<file path="config.mk">
export PLATFORM = sky130hd
export DESIGN_NAME = sdf_fft16
export DESIGN_NICKNAME = d
export VERILOG_FILES = /design/src/rtl/sdf_fft_pkg.sv /design/src/rtl/sdf_cmul.sv /design/src/rtl/sdf_r2_stage.sv /design/src/rtl/sdf_fft16.sv
export SDC_FILE = /design/constraint.sdc
export NUM_CORES = 2
export LEC_CHECK = 0
export ABC_CLOCK_PERIOD_IN_PS = 12450
export BUFFER_PORTS_ARGS = -buffer_cell sky130_fd_sc_hd__buf_4
export CAP_MARGIN = 30
export CORE_AREA = 2 2 325 327
export CTS_CLUSTER_DIAMETER = 150
export DETAILED_ROUTE_END_ITERATION = 16
export DIE_AREA = 0 0 327 329
export GPL_TIMING_DRIVEN = 0
export PLACE_DENSITY = 0.61
export RECOVER_POWER = 100
export SETUP_SLACK_MARGIN = 0.1
export SLEW_MARGIN = 20
export SYNTH_ARGS = -nofsm -noshare
export SYNTH_HDL_FRONTEND = slang
export SYNTH_SLANG_ARGS = --single-unit
</file>
<file path="constraint.sdc">
create_clock -name clk -period 12.45 [get_ports clk]
set_input_delay 1.8675 -clock clk [delete_from_list [all_inputs] [get_ports clk]]
set_output_delay 1.8675 -clock clk [all_outputs]
set_load 0.03 [all_outputs]
</file>
<file path="src/rtl/sdf_fft_pkg.sv">
package sdf_fft_pkg;

  localparam int NPT   = 16;
  localparam int LOG2N = $clog2(NPT);
  localparam int DW    = 9;
  localparam int TW    = 10;
  localparam int TFW   = TW - 1;
  localparam int KW    = LOG2N - 1;
  localparam int DMAX  = (1 << (DW - 1)) - 1;
  localparam int DMIN  = -(1 << (DW - 1));
  localparam int FILL  = NPT - 1 + LOG2N;

  typedef logic signed [DW-1:0] dword_t;
  typedef logic signed [TW-1:0] tword_t;

  typedef struct packed {
    dword_t re;
    dword_t im;
  } cplx_t;

  typedef enum logic [1:0] {ROT_NONE, ROT_SWAP, ROT_FULL} rot_kind_e;

  function automatic dword_t sat_dw(input int v);
    if (v > DMAX) return dword_t'(DMAX);
    if (v < DMIN) return dword_t'(DMIN);
    return dword_t'(v);
  endfunction

  // multiply by -j: (re, im) -> (im, -re)
  function automatic cplx_t neg_j(input cplx_t a);
    cplx_t r;
    r.re = a.im;
    r.im = sat_dw(-int'(a.re));
    return r;
  endfunction

  // real part of W16^k, scaled by 2^TFW
  function automatic tword_t tw_cos(input logic [KW-1:0] k);
    case (int'(k))
      1:       return tword_t'(473);
      2:       return tword_t'(362);
      3:       return tword_t'(196);
      5:       return tword_t'(-196);
      6:       return tword_t'(-362);
      7:       return tword_t'(-473);
      default: return tword_t'(0);
    endcase
  endfunction

  // imaginary part of W16^k (that is -sin), scaled by 2^TFW
  function automatic tword_t tw_nsin(input logic [KW-1:0] k);
    case (int'(k))
      1, 7:    return tword_t'(-196);
      2, 6:    return tword_t'(-362);
      3, 5:    return tword_t'(-473);
      default: return tword_t'(0);
    endcase
  endfunction

endpackage

</file>
<file path="src/rtl/sdf_cmul.sv">
module sdf_cmul
  import sdf_fft_pkg::*;
(
  input  cplx_t  a,
  input  tword_t wr,
  input  tword_t wi,
  output cplx_t  y
);

  localparam int PW = DW + TW + 1;

  logic signed [PW-1:0] ar, ai, br, bi, pre, pim;

  assign ar  = a.re;
  assign ai  = a.im;
  assign br  = wr;
  assign bi  = wi;

  // four products, two adds
  assign pre = ar * br - ai * bi;
  assign pim = ar * bi + ai * br;

  // truncate toward minus infinity, then clamp to the data word
  assign y.re = sat_dw(int'(pre >>> TFW));
  assign y.im = sat_dw(int'(pim >>> TFW));

endmodule

</file>
<file path="src/rtl/sdf_r2_stage.sv">
module sdf_r2_stage
  import sdf_fft_pkg::*;
#(
  parameter int DELAY = 8
) (
  input  logic  clk,
  input  logic  rst_n,
  input  logic  en,
  input  logic  in_v,
  input  cplx_t in_d,
  output logic  out_v,
  output cplx_t out_d
);

  localparam int CW    = $clog2(DELAY) + 1;
  localparam int KSTEP = NPT / (2 * DELAY);
  localparam rot_kind_e RK = (DELAY == 1) ? ROT_NONE :
                             (DELAY == 2) ? ROT_SWAP : ROT_FULL;

  logic [CW-1:0] cnt;
  logic          phase;
  logic          filled;
  logic          bf_v;
  cplx_t         dl [DELAY];
  cplx_t         head, bf, store, rot;

  assign phase = cnt[CW-1];
  assign head  = dl[DELAY-1];
  assign bf_v  = in_v & (phase | filled);

  // second half of a group: sum goes out, difference goes into the loop
  // first half: stored difference goes out, new sample goes into the loop
  always_comb begin
    if (phase) begin
      bf.re    = sat_dw(int'(head.re) + int'(in_d.re));
      bf.im    = sat_dw(int'(head.im) + int'(in_d.im));
      store.re = sat_dw(int'(head.re) - int'(in_d.re));
      store.im = sat_dw(int'(head.im) - int'(in_d.im));
    end else begin
      bf    = head;
      store = in_d;
    end
  end

  generate
    if (RK == ROT_NONE) begin : g_pass
      assign rot = bf;
    end else begin : g_rot
      logic [KW-1:0] k;
      assign k = phase ? '0 : KW'(int'(cnt[CW-2:0]) * KSTEP);
      if (RK == ROT_SWAP) begin : g_swap
        assign rot = (k == KW'(NPT / 4)) ? neg_j(bf) : bf;
      end else begin : g_full
        cplx_t prod;
        sdf_cmul u_mul (
          .a  (bf),
          .wr (tw_cos(k)),
          .wi (tw_nsin(k)),
          .y  (prod)
        );
        always_comb begin
          if (k == '0)                 rot = bf;
          else if (k == KW'(NPT / 4))  rot = neg_j(bf);
          else                         rot = prod;
        end
      end
    end
  endgenerate

  always_ff @(posedge clk or negedge rst_n) begin
    if (!rst_n) begin
      cnt    <= '0;
      filled <= 1'b0;
      out_v  <= 1'b0;
      out_d  <= '0;
      for (int i = 0; i < DELAY; i++) dl[i] <= '0;
    end else begin
      if (en && in_v) begin
        dl[0] <= store;
        for (int i = 1; i < DELAY; i++) dl[i] <= dl[i-1];
        cnt <= cnt + CW'(1);
        if (phase) filled <= 1'b1;
      end
      if (en) begin
        out_v <= bf_v;
        out_d <= rot;
      end
    end
  end

endmodule

</file>
<file path="src/rtl/sdf_fft16.sv">
module sdf_fft16
  import sdf_fft_pkg::*;
(
  input  logic                 clk,
  input  logic                 rst_n,
  input  logic                 in_valid,
  output logic                 in_ready,
  input  logic signed [DW-1:0] in_re,
  input  logic signed [DW-1:0] in_im,
  output logic                 out_valid,
  input  logic                 out_ready,
  output logic signed [DW-1:0] out_re,
  output logic signed [DW-1:0] out_im,
  output logic                 out_sof
);

  logic             step;
  logic             live_q;
  logic [LOG2N-1:0] slot_q;
  logic             sv [LOG2N+1];
  cplx_t            sd [LOG2N+1];

  assign step  = in_valid & in_ready;
  assign sv[0] = in_valid;
  assign sd[0] = '{re: in_re, im: in_im};

  generate
    for (genvar s = 0; s < LOG2N; s++) begin : g_stage
      sdf_r2_stage #(
        .DELAY (NPT >> (s + 1))
      ) u_stage (
        .clk   (clk),
        .rst_n (rst_n),
        .en    (step),
        .in_v  (sv[s]),
        .in_d  (sd[s]),
        .out_v (sv[s+1]),
        .out_d (sd[s+1])
      );
    end
  endgenerate

  assign out_valid = sv[LOG2N] & live_q;
  assign in_ready  = ~out_valid | out_ready;
  assign out_re    = sd[LOG2N].re;
  assign out_im    = sd[LOG2N].im;
  assign out_sof   = out_valid & (slot_q == '0);

  always_ff @(posedge clk or negedge rst_n) begin
    if (!rst_n) begin
      live_q <= 1'b0;
      slot_q <= '0;
    end else begin
      if (step)           live_q <= 1'b1;
      else if (out_ready) live_q <= 1'b0;
      if (out_valid && out_ready) slot_q <= slot_q + LOG2N'(1);
    end
  end

endmodule

</file>
==> summary.txt <==
Final HPWL DP: 122 mm
Synth Instances: 5462
DRC viols: 0
Top Family by Delay on Critical Path: adder cells
Worst slew pin tran: 4.73 ns
Port bufs: 42
Clock Pin Slew Worst Setup and Hold Paths: 0.07 ns
Crit path buffers/inverters: 8
Clock Tree Buf Depth: 3
CP required: 12.93 ns
Reg2reg setup slack: 1.43 ns
Post-CTS Setup Bufs: 0
Met3 wire length: 8.13 mm
Core Footprint: 104000 um2
Layout fillers: 10000
Failing checks: capacitance limit, slew limit
Largest net degree at the start of global routing: 99
Final count of hold timing violations: 0
Global placer's final weighted congestion: 1.03
Cell type with the largest total area after synthesis: fa_1
DRT met1 WL: 62.4 mm
Async SR Flop Fraction: 100%
Yosys warns: 0
Num rows: 119
Chip height: 329 um
Seq/Total Area, Yosys: 18.8%
Layout area overhead: 7.26%
Uppermost layer routed: met4
Worst path max stage delay: 0.78 ns
Grt total ovfl: 0
Die X: 327 um
CTS tree: yes
Post-synth top flop: dfrtp_1
# clock sinks: 365
CP Max Fanout: 7
# IOs: 43
Period minus WS final: 11.87 ns
Root Driver: clkbuf_16
Post-CTS resize count: 0
Critical Path AT: 12.35 ns
Setup clock skew after layout: 0.0315 ns
Vias: 38000
Antenna violations before repair: 5
CTS buffer count: 42
Antenna Nets Post-Route: 0
CP Launch Type: primary input
Final period utilization: 95.3%
GRT Overall Usage: 27.8%
Final wirelength: 146 mm
Die area: 108000 um2
Worst hold path type: reg -> reg
Final setup viols: 0
Rel. slew slack: -215%
Layout cells sized above 1: 3.36%
Max H-tree Level: 2
Cell variety after synth: 110
Drt first pass iters: 5
Setup TNS Final: 0 ns
Ranking of synthesized cells by area: fa_1 27%, dfrtp_1 19%, ha_1 13%
Vias in the first global route: 39000
Mapped Nets: 6657
Yosys top cell area share: 27.0%
Fmax: 84.2 MHz
DRT iter0 DRCs: 2735
Clk_lat worst skew: 0.61 ns
Metal2 WL: 68.7 mm
Slew Limit Fails: 274
Synth Register Bits: 365
Critical path class: in -> reg
Average instance area after synthesis: 8.91 um2
Drt wl/cell: 20.9 um
Cell repeated most along the worst path: fa_1
Wire length of the first global-routing pass: 229 mm
Initial Util: 46.6%
Worst setup EP type: flip-flop
Via density: 5.43
Count leader, synth: inv_1
Mapped cell area: 48700 um2
Final-stage net count: 6757
EDFF count, synth: 0
Run status: finished with violations
# hold bufs at CTS: 0
Total of max-cap violations: 4
Unrepaired setup endpoints after global routing: false
Slowest CP cell: a21oi_1
Synth cell count leaders: 1001 x inv_1, 804 x nand2_1, 656 x fa_1
layout by cell type (no fill, tap or decap), types with 12 or more instances in the layout:
| master | instances |
|---|---|
| dfrtp_1 | 365 |
| o21a_1 | 18 |
| clkbuf_16 | 42 |
| or2_2 | 24 |
| mux2i_1 | 22 |
| mux2_2 | 24 |
| fa_1 | 656 |
| xnor2_1 | 139 |
| buf_1 | 18 |
| inv_1 | 1001 |
| o21bai_1 | 17 |
| clkbuf_8 | 12 |
| o22ai_1 | 15 |
| a21boi_0 | 14 |
| and3_1 | 25 |
| ha_1 | 517 |
| or3_1 | 49 |
| and2_1 | 23 |
| maj3_1 | 59 |
| clkbuf_1 | 188 |
| o21ai_0 | 243 |
| o211ai_1 | 24 |
| xor2_1 | 44 |
| nand2b_1 | 68 |
| a21oi_1 | 229 |
| nor3b_1 | 16 |
| a21o_1 | 45 |
| nor2_1 | 267 |
| a31oi_1 | 30 |
| nor3_1 | 98 |
| nor2b_1 | 66 |
| buf_4 | 20 |
| a32oi_1 | 12 |
| nand2_1 | 804 |
| nand4_1 | 20 |
| a2111oi_0 | 12 |
| nand3_1 | 93 |
| a211oi_1 | 32 |
| a22oi_1 | 12 |
stage by stage:
stage	worst slack (ns)	util [%]	instance area, um2	std cells	hold slack [ns]
after floorplan	2.38	-	48700	5462	0.429
after global placement	0.0975	48.6	50700	6895	0.447
after detailed placement	0.236	48.8	50900	6905	0.447
after CTS	0.798	50.2	52400	6981	0.442
after global routing	0.185	50.0	52200	6990	0.483
final	0.579	50.0	52200	6990	0.449
cell families (layout without fill, tap and decap cells):
family	Yosys count	count (layout)	share of synthesized area (%)
xor+xnor	187	187	3.48
other cells	1	6	0.00770
fa+ha+maj	1232	1232	41.5
mux	46	46	1.03
compound gates	835	835	11.0
flops	365	365	18.8
simple gates	1614	1614	15.0
buf+inv	1182	1314	9.15
cell type report:
| class | instances | area, um2 | area share (%) |
|---|---|---|---|
| antenna | 5 | 12.5 | 0.0240 |
| clock inverter | 14 | 250 | 0.479 |
| buffer | 178 | 677 | 1.30 |
| sequential | 365 | 9130 | 17.5 |
| inverter | 1004 | 3770 | 7.22 |
| timing repair buffer | 56 | 372 | 0.712 |
| clock buffer | 62 | 1250 | 2.39 |
| multi-input combinational | 3915 | 35000 | 67.1 |
| tap | 1391 | 1740 | 3.33 |
path summary, 6_finish.rpt:
check	startpoint	to	cells past startpoint
hold / removal	g_stage[0].u_stage.dl[116]	g_stage[0].u_stage.dl[98]	2
setup reg to reg	g_stage[0].u_stage.dl[15]	g_stage[0].u_stage.out_d[2]	29
max in group asynchronous	rst_n	live_q	3
hold reg to reg	g_stage[0].u_stage.dl[116]	g_stage[0].u_stage.dl[98]	2
min in group asynchronous	rst_n	g_stage[1].u_stage.dl[31]	1
setup / recovery	in_re[2]	g_stage[0].u_stage.out_d[2]	33
sequential cells by signal, summed over array words and instances, names as in the netlist:
register	cells
g_stage.u_stage.filled	4
g_stage.u_stage.out_v	4
g_stage.u_stage.cnt	10
g_stage.u_stage.dl	270
g_stage.u_stage.out_d	72
live_q	1
slot_q	4
worst reg2reg max path, delay by kind of cell, from the launching register on:
kind            cells  cell delay, ns
flops               1            0.75
fa+ha+maj           9            4.21
simple gates        6            1.69
compound gates      9            3.30
buf+inv             5            0.96
layer usage:
layer	track usage [%]	up-vias
li1	-	17700
met1	37.1	18900
met2	45.7	1067
met3	3.59	315
met4	11.9	0
met5	0	-
Power is not shown: default switching activity piles up to over one toggle a cycle in this logic, so the estimate is an artifact.
